[src/rtl/alu_pkg.sv]
package alu_pkg;
  typedef enum logic [3:0] {
    OP_ADD  = 4'd0,
    OP_SUB  = 4'd1,
    OP_AND  = 4'd2,
    OP_OR   = 4'd3,
    OP_NOR  = 4'd4,
    OP_SLL  = 4'd5,
    OP_SRL  = 4'd6,
    OP_SLT  = 4'd7,
    OP_ADDI = 4'd8,
    OP_ANDI = 4'd9,
    OP_SLTI = 4'd10
  } alu_op_e;

  localparam int OP_W = 4;
endpackage

[src/rtl/alu_imm_ext.sv]
module alu_imm_ext #(
  parameter int IMM_W  = 16,
  parameter int DATA_W = 32
) (
  input  logic [IMM_W-1:0]  imm,
  input  logic              sign_mode,
  output logic [DATA_W-1:0] ext
);
  localparam int PAD_W = DATA_W - IMM_W;

  logic fill;
  assign fill = sign_mode & imm[IMM_W-1];
  assign ext  = {{PAD_W{fill}}, imm};
endmodule

[src/rtl/alu_shifter.sv]
module alu_shifter #(
  parameter int DATA_W = 32,
  parameter bit LEFT   = 1'b1,
  localparam int SH_W  = $clog2(DATA_W)
) (
  input  logic [DATA_W-1:0] din,
  input  logic [SH_W-1:0]   amount,
  output logic [DATA_W-1:0] dout
);
  logic [DATA_W-1:0] stage [SH_W+1];

  assign stage[0] = din;

  for (genvar i = 0; i < SH_W; i++) begin : g_stage
    localparam int STEP = 1 << i;
    if (LEFT) begin : g_left
      assign stage[i+1] = amount[i] ? (stage[i] << STEP) : stage[i];
    end else begin : g_right
      assign stage[i+1] = amount[i] ? (stage[i] >> STEP) : stage[i];
    end
  end

  assign dout = stage[SH_W];
endmodule

[src/rtl/alu_core.sv]
module alu_core
  import alu_pkg::*;
#(
  parameter int DATA_W = 32,
  parameter int IMM_W  = 16,
  localparam int SH_W  = $clog2(DATA_W)
) (
  input  logic [OP_W-1:0]   op,
  input  logic [DATA_W-1:0] a,
  input  logic [DATA_W-1:0] b,
  input  logic [IMM_W-1:0]  imm,
  input  logic [SH_W-1:0]   shamt,
  output logic [DATA_W-1:0] result
);
  alu_op_e           op_e;
  logic [DATA_W-1:0] imm_ext;
  logic [DATA_W-1:0] shl;
  logic [DATA_W-1:0] shr;
  logic              lt_reg;
  logic              lt_imm;

  assign op_e = alu_op_e'(op);

  alu_imm_ext #(.IMM_W(IMM_W), .DATA_W(DATA_W)) u_ext (
    .imm       (imm),
    .sign_mode (op != OP_ANDI),
    .ext       (imm_ext)
  );

  alu_shifter #(.DATA_W(DATA_W), .LEFT(1'b1)) u_shl (
    .din    (a),
    .amount (shamt),
    .dout   (shl)
  );

  alu_shifter #(.DATA_W(DATA_W), .LEFT(1'b0)) u_shr (
    .din    (a),
    .amount (shamt),
    .dout   (shr)
  );

  assign lt_reg = $signed(a) < $signed(b);
  assign lt_imm = $signed(a) < $signed(imm_ext);

  always_comb begin
    case (op_e)
      OP_ADD:  result = a + b;
      OP_SUB:  result = a - b;
      OP_AND:  result = a & b;
      OP_OR:   result = a | b;
      OP_NOR:  result = ~(a | b);
      OP_SLL:  result = shl;
      OP_SRL:  result = shr;
      OP_SLT:  result = {{(DATA_W-1){1'b0}}, lt_reg};
      OP_ADDI: result = a + imm_ext;
      OP_ANDI: result = a & imm_ext;
      OP_SLTI: result = {{(DATA_W-1){1'b0}}, lt_imm};
      default: result = '0;
    endcase
  end
endmodule

[src/rtl/int_alu.sv]
module int_alu
  import alu_pkg::*;
#(
  parameter int DATA_W = 32,
  parameter int IMM_W  = 16,
  localparam int SH_W  = $clog2(DATA_W)
) (
  input  logic              clk,
  input  logic              rst_n,
  input  logic              in_valid,
  output logic              in_ready,
  input  logic [OP_W-1:0]   in_op,
  input  logic [DATA_W-1:0] in_a,
  input  logic [DATA_W-1:0] in_b,
  input  logic [IMM_W-1:0]  in_imm,
  input  logic [SH_W-1:0]   in_shamt,
  output logic              out_valid,
  input  logic              out_ready,
  output logic [DATA_W-1:0] out_result,
  output logic              out_zero
);
  logic [DATA_W-1:0] core_res;
  logic              take;

  alu_core #(.DATA_W(DATA_W), .IMM_W(IMM_W)) u_core (
    .op     (in_op),
    .a      (in_a),
    .b      (in_b),
    .imm    (in_imm),
    .shamt  (in_shamt),
    .result (core_res)
  );

  assign in_ready = !out_valid || out_ready;
  assign take     = in_valid && in_ready;

  always_ff @(posedge clk or negedge rst_n) begin
    if (!rst_n) begin
      out_valid  <= 1'b0;
      out_result <= '0;
      out_zero   <= 1'b0;
    end else if (take) begin
      out_valid  <= 1'b1;
      out_result <= core_res;
      out_zero   <= (core_res == '0);
    end else if (out_ready) begin
      out_valid  <= 1'b0;
    end
  end
endmodule

[config.mk]
export PLATFORM = sky130hd
export DESIGN_NAME = int_alu
export DESIGN_NICKNAME = d
export VERILOG_FILES = /design/src/rtl/alu_pkg.sv /design/src/rtl/alu_imm_ext.sv /design/src/rtl/alu_shifter.sv /design/src/rtl/alu_core.sv /design/src/rtl/int_alu.sv
export SDC_FILE = /design/constraint.sdc
export NUM_CORES = 1
export LEC_CHECK = 0
export ABC_AREA = 0
export ABC_CLOCK_PERIOD_IN_PS = 1200
export BUFFER_PORTS_ARGS = -buffer_cell sky130_fd_sc_hd__buf_2
export CAP_MARGIN = 30
export CORE_ASPECT_RATIO = 1.5
export CORE_MARGIN = 2
export CORE_UTILIZATION = 42
export CTS_CLUSTER_SIZE = 8
export DETAILED_ROUTE_END_ITERATION = 8
export MAX_ROUTING_LAYER = met4
export PLACE_DENSITY = 0.68
export SYNTH_ARGS = -nofsm -noshare
export SYNTH_HDL_FRONTEND = slang
export SYNTH_HIERARCHICAL = 1
export SYNTH_SLANG_ARGS = --single-unit
[constraint.sdc]
create_clock -name clk -period 1.2 [get_ports clk]
set_input_delay 0.12 -clock clk [delete_from_list [all_inputs] [get_ports clk]]
set_output_delay 0.12 -clock clk [all_outputs]
set_load 0.02 [all_outputs]
# ---- Word level (Yosys, flattened, before mapping)
# Cells that the tools add are included.
dict set report op_classes {
  add_sub_neg 3
  n_lt_le_gt_ge 2
  eq_ne 11
  mux 13
  bitwise_logic 5
  n_reduce_logical 6
}
# cell n
set op_table {}
lappend op_table {{32-bit case mux with 11 select lines} 1}
lappend op_table {{32-bit 2-to-1 mux} 10}
lappend op_table {{32-bit adder} 2}
lappend op_table {{32-bit bitwise AND} 2}
lappend op_table {{32-bit zero test} 1}
lappend op_table {{32-bit by 17-bit less-than comparator with 1-bit output} 1}
lappend op_table {{32-bit less-than comparator} 1}
lappend op_table {{32-bit inverter} 1}
lappend op_table {{32-bit bitwise OR} 1}
lappend op_table {{32-bit subtractor} 1}
lappend op_table {{4-bit by 3-bit == test with 1-bit output (second input constant)} 4}
lappend op_table {{4-bit == test (second input constant)} 3}
lappend op_table {{4-bit by 2-bit == test with 1-bit output (second input constant)} 2}
lappend op_table {{4-bit by 1-bit == test with 1-bit output (second input constant)} 1}
lappend op_table {{4-bit zero test} 1}
lappend op_table {{4-bit inequality test (second input constant)} 1}
lappend op_table {{1-bit 2-to-1 mux} 2}
lappend op_table {{2-bit nonzero test} 1}
lappend op_table {{1-bit bitwise AND} 1}
lappend op_table {{1-bit logical AND} 1}
lappend op_table {{1-bit zero test} 1}
lappend op_table {{1-bit logical OR} 1}
dict set report totals {
  reg_bits 34
  in_bits 93
  output_inout_bits 35
  wordCells 43
}

# ---- Depth between registers and ports, before layout
dict set report depth {
  ltp_word 7
  ltp_mapped 22
  mapped_depth_nobuf 19
}

# ---- Cells and area by module
# Netlist, hierarchy kept.
# mod n_inst cells_per_inst area_per_inst_um2 seq_area_each_um2
set by_module_without_submodules {}
lappend by_module_without_submodules {alu_core 1 1017 6626.4 0.0}
lappend by_module_without_submodules {{alu_shifter at u_core.u_shr} 1 192 1778.0 0.0}
lappend by_module_without_submodules {{alu_shifter at u_core.u_shl} 1 183 1774.2 0.0}
lappend by_module_without_submodules {int_alu 1 84 1465.2 850.8}
lappend by_module_without_submodules {alu_imm_ext 1 33 246.5 0.0}

# ---- Worst setup path before layout
# OpenSTA, ideal clock, no wires.
dict set report synth_timing {
  path_type {input to register}
  start {input in_op[1]}
  end {register out_zero}
  setup_ps 95
  arrival_time_ps 4022
  required_time_ps 1105
  path_slack_ps -2917
  path_stages 22
  n_path_buf 3
  cell_sequence {nand2b_1 > nor2_1 > inv_1 > clkbuf_1 > and2_1 > buf_4 > nand2_1 > o21ai_0 > ha_1 > clkbuf_1 > a21o_1 > a21o_1 > a2111oi_0 > o31ai_1 > a21oi_1 > a21oi_1 > xor2_1 > a21oi_1 > o311ai_1 > nor4_1 > nand4_1 > o31ai_1}
}
dict set report synth_via {
  elab_chain_len 5
  word_cells_on_any_way 18
  classes_between {add/sub: 1; order compare: 1; eq/ne: 11; mux: 1; bitwise: 2; reduce/logical: 2}
}
# element line
set synth_lines {}
lappend synth_lines {{start: declaration} int_alu.sv:12} ;# input logic [OP_W-1:0] in_op,
lappend synth_lines {{4-bit inequality test (*)} alu_core.sv:26} ;# .sign_mode (op != OP_ANDI),
lappend synth_lines {{1-bit bitwise AND (*)} alu_imm_ext.sv:12} ;# assign fill = sign_mode & imm[IMM_W-1];
lappend synth_lines {{via u_core.u_ext.fill} alu_imm_ext.sv:11} ;# logic fill;
lappend synth_lines {{32-bit adder / 32-bit bitwise AND (equally long branches)} {alu_core.sv:55, alu_core.sv:56}}
lappend synth_lines {{32-bit case mux with 11 select lines (*)} alu_core.sv:46} ;# case (op_e)
lappend synth_lines {{via core_res[28]} int_alu.sv:22} ;# logic [DATA_W-1:0] core_res;
lappend synth_lines {{32-bit zero test (*)} int_alu.sv:45} ;# out_zero <= (core_res == '0);
lappend synth_lines {{end signal: assignment} int_alu.sv:45}
lappend synth_lines {{end: declaration} int_alu.sv:20} ;# output logic out_zero
# The timed path passes the listed nets; every way through them passes the cells marked *.
# A chain may end at the register's enable or synchronous reset.

# ---- Final worst setup path
dict set report layout_timing {
  start {input in_op[2]}
  end {register out_zero}
}
dict set report layout_via {
  elab_chain_len 5
  word_cells_on_any_way 18
  classes_between {add/sub: 1; order compare: 1; eq/ne: 11; mux: 1; bitwise: 2; reduce/logical: 2}
}
# element line
set layout_lines {}
lappend layout_lines {{4-bit inequality test} alu_core.sv:26}
lappend layout_lines {{1-bit bitwise AND} alu_imm_ext.sv:12}
lappend layout_lines {{32-bit adder / 32-bit bitwise AND (equally long branches)} {alu_core.sv:55, alu_core.sv:56}}
lappend layout_lines {{32-bit case mux with 11 select lines (*)} alu_core.sv:46}
lappend layout_lines {{via core_res[31]} int_alu.sv:22}
lappend layout_lines {{32-bit zero test (*)} int_alu.sv:45}
# Marks and branches as above.

==> impl_metrics.json <==
{
  "synthDominantAreaCellType": "ha_1",
  "yosys.cell_count.top_type": "nand2_1",
  "dp_worst_setup_slack_ns": -3.01,
  "worst_hold_slack_ns": 0.108,
  "grt_util_met2_pct": 69.0,
  "first_global_vias": 15500,
  "viasPerCell": 6.13,
  "worstHoldPathCells": 2,
  "use_met3_pct": 9.31,
  "critical_path_arrival_ns": 3.87,
  "fp.coreArea_sq_mm": 0.0280,
  "final.min_clock_period_ns": 3.68,
  "irDropWorstVdd_mv": 0.573,
  "pre_antenna_drt_iters": 5,
  "drive_above_1_share_pct": 48.6,
  "postRouteAntennaNets": 0,
  "yosysTopAreaCellShare_pct": 14.0,
  "status": "finished, violations left",
  "synth_edf_count": 0,
  "fillers": 2441,
  "tritoncts": "yes",
  "final_critical_path_setup_slack_ns": -2.48,
  "vias": 15300,
  "busiest_layer": "met2",
  "timing.setup.critical_path_class": "input pin to flip-flop",
  "reg2regPathDepth": 4,
  "synth_fp_nets": 1737,
  "worst_clock_skew_ns": 0.00255,
  "timing.critical_path.from_type": "input pin",
  "finalPower_uw": 12800,
  "origin_of_the_worst_min_delay_path": "in_valid",
  "fp.dieW_um": 141,
  "power.static_leakage_uw": 0.00897,
  "synth.area.top_cells": "ha_1, mux4_2, dfrtp_1, o21ai_0, nand2_1",
  "cts_inserted_buffers": 5,
  "post-route-period-util_pct": 307,
  "finalHoldViolCount": 0,
  "initial_core_util_pct": 42.5,
  "grt_util_all_layers_pct": 41.9,
  "critical_path.reg2reg.startpoint": "out_valid$_DFFE_PN0P_",
  "grt_overflow_total": 0,
  "die_h_um": 210,
  "gpl.final_weighted_congestion": 1.01,
  "unrepaired_setup_endpoints_after_global_routing": "true",
  "layout.area.seq_sq_um": 851,
  "finalWirelength_um": 62200,
  "cell_chosen_for_the_clock_root": "clkbuf_16",
  "synthCells": 1509,
  "initial_antenna_violation_count": 1,
  "std_cell_rows": 75,
  "area_delta_synth_final_pct": 57.5,
  "critPathCaptureType": "flip-flop",
  "port_buffer_count": 127,
  "drv.max_cap_violation_count": 0,
  "dpl.hpwl_um": 48600,
  "yosys_warnings": 6,
  "failed_checks": "negative setup slack",
  "worstSkewPairLatency_ns": 0.28,
  "syn_area_per_cell_sq_um": 7.88,
  "setup_violation_total_in_the_final_timing_report": 33,
  "yosys_most_used_dff": "dfrtp_1",
  "power.density_cell_area_mw_per_mm2": 685,
  "use_met1_pct": 42.6,
  "synth_area_sq_mm": 0.0119,
  "worstReg2RegEnd": "out_result[1]$_DFFE_PN0P_",
  "detail_route.drc_violations": 0,
  "max_slew.worst_pin.slew_ns": 0.801,
  "clkSinkCount": 34,
  "timing.hold.worst.class": "input pin to flip-flop",
  "avgRoutedWirePerCell_um": 25.0,
  "synth_sequential_area_ratio_pct": 7.16,
  "required_worst_endpoint_ns": 1.39,
  "cts.path.max_buffers": 2,
  "slew-limit-headroom_pct": 46.5,
  "synthTopCellsByCount": "nand2_1, o21ai_0, ha_1",
  "drtIter0Drc": 992,
  "setup.reg_to_reg.worst_slack_ns": -0.03,
  "slew_viol_final": 0,
  "h_tree_level_count": 2,
  "clk_pin_slew_worst_paths_ns": 0.06,
  "achievable-frequency_mhz": 272,
  "critical_path_peak_fanout": 6,
  "synth-seq-cells": 34,
  "synth.distinct_cells": 91,
  "area_taken_by_multi_input_logic_gates_sq_mm": 0.0109,
  "die_area_sq_mm": 0.0297,
  "io_pins": 128,
  "fin_setup_tns_ns": -63.79,
  "total_nets_final": 2367,
  "hold-path-endpoint": "out_valid$_DFFE_PN0P_",
  "synth-async-reset-ratio_pct": 100,
  "grt_first_pass_wirelength_um": 91500,
  "grt_max_degree": 35
}
[how the worst max path moves through the flow]
stage,from,to,slack [ns]
2_1_floorplan,in_op[2],out_zero$_DFFE_PN0P_,-2.13
3_3_place_gp,in_op[2],out_zero$_DFFE_PN0P_,-2.96
3_5_place_dp,in_op[2],out_zero$_DFFE_PN0P_,-3.01
4_1_cts,in_op[0],out_zero$_DFFE_PN0P_,-2.43
5_1_grt,in_op[0],out_zero$_DFFE_PN0P_,-2.68
6_report,in_op[2],out_zero$_DFFE_PN0P_,-2.48
[kinds of logic after synthesis]
family | count (synthesis) | synth area share (%)
adder cells (fa/ha/maj) | 135 | 14.3
buffers and inverters | 248 | 10.1
XOR/XNOR | 54 | 3.98
multiplexers | 153 | 21.0
AO/OA/AOI/OAI | 490 | 27.6
AND/OR/NAND/NOR | 395 | 15.8
flip-flops | 34 | 7.16
[cell type report]
class                      instances  share of cell area (%)
tap                              346                    2.31
sequential                        34                    4.54
multi-input combinational       1228                    58.4
inverter                         132                    2.82
clock buffer                       6                   0.742
antenna                            1                  0.0134
timing repair buffer             738                    31.1
clock inverter                     2                  0.0668
[cell usage in the layout, fill, tap and decap left out, types with 11 or more instances in the layout]
cell / netlist / final
o21ai_2: 0 / 23
ha_1: 133 / 123
mux2_2: 35 / 30
o21bai_1: 14 / 14
nor2_1: 94 / 88
a21o_1: 25 / 25
buf_2: 7 / 116
o211ai_1: 19 / 19
buf_6: 9 / 28
nor4_1: 15 / 11
nor3_1: 29 / 22
a22oi_1: 25 / 23
buf_4: 40 / 555
a21oi_1: 82 / 59
nand2b_1: 13 / 11
mux4_2: 43 / 45
a21oi_2: 2 / 18
o21ai_1: 3 / 24
buf_12: 2 / 29
o22ai_1: 11 / 11
mux2i_1: 31 / 31
inv_1: 130 / 120
a221oi_1: 27 / 13
a221o_1: 25 / 25
mux4_1: 15 / 13
xnor2_1: 42 / 39
nor2b_1: 11 / 11
a211oi_1: 22 / 17
o21ai_0: 145 / 94
nand4_1: 14 / 14
nand2_1: 148 / 140
mux2_4: 29 / 34
dfrtp_1: 34 / 34
a221oi_2: 0 / 12
nand3_1: 19 / 13
[report_power, final]
part	leakage [uW]	switching (uW)	total, uW	internal [uW]
combinational	0.00845	5150	10000	4870
sequential	0.000445	123	1480	1360
clock	0.0000729	506	1330	822
[critical path, cell delays in order]
cell      delay [ns]
buf_4           0.13
nand2b_4        0.15
nor2_4          0.16
inv_4           0.09
and2_4          0.18
buf_4           0.15
nand2_1         0.06
o21ai_1         0.06
ha_1            0.29
buf_4           0.15
a21oi_4         0.15
o21bai_1        0.13
a21oi_2         0.22
o211ai_1        0.11
buf_4           0.17
a311o_1         0.39
o21ai_2         0.22
xnor2_1         0.09
nand2_1         0.11
nand3_4         0.12
nor4_2          0.26
nand4_1         0.13
o31ai_1         0.20
[flip-flops by register name, indices dropped and copies added (netlist names)]
signal	flops
out_zero	1
out_result	32
out_valid	1
[per-stage QoR]
step	instances	util, %	area [sq um]
5_1_grt	2487	67.0	18700
3_3_place_gp	2405	60.2	16800
4_1_cts	2471	65.3	18300
2_1_floorplan	1509	-	12300
3_5_place_dp	2405	60.2	16800
6_report	2487	67.0	18700
[timing repair]
action	in CTS	in global routing
gates cloned	5	1
hold buffers	1	0
gates resized for setup	167	78
pin swaps	81	86
hold endpoints to repair	34	0
buffers inserted	59	25
setup endpoints to repair	33	34
[metal layers]
metal	share of wire [%]	vias to the layer above
met5	0	-
met1	34	7231
met2	47	748
li1	-	6926
met3	7.7	347
met4	11	0
No activity file was read; power rests on OpenSTA's default activity.
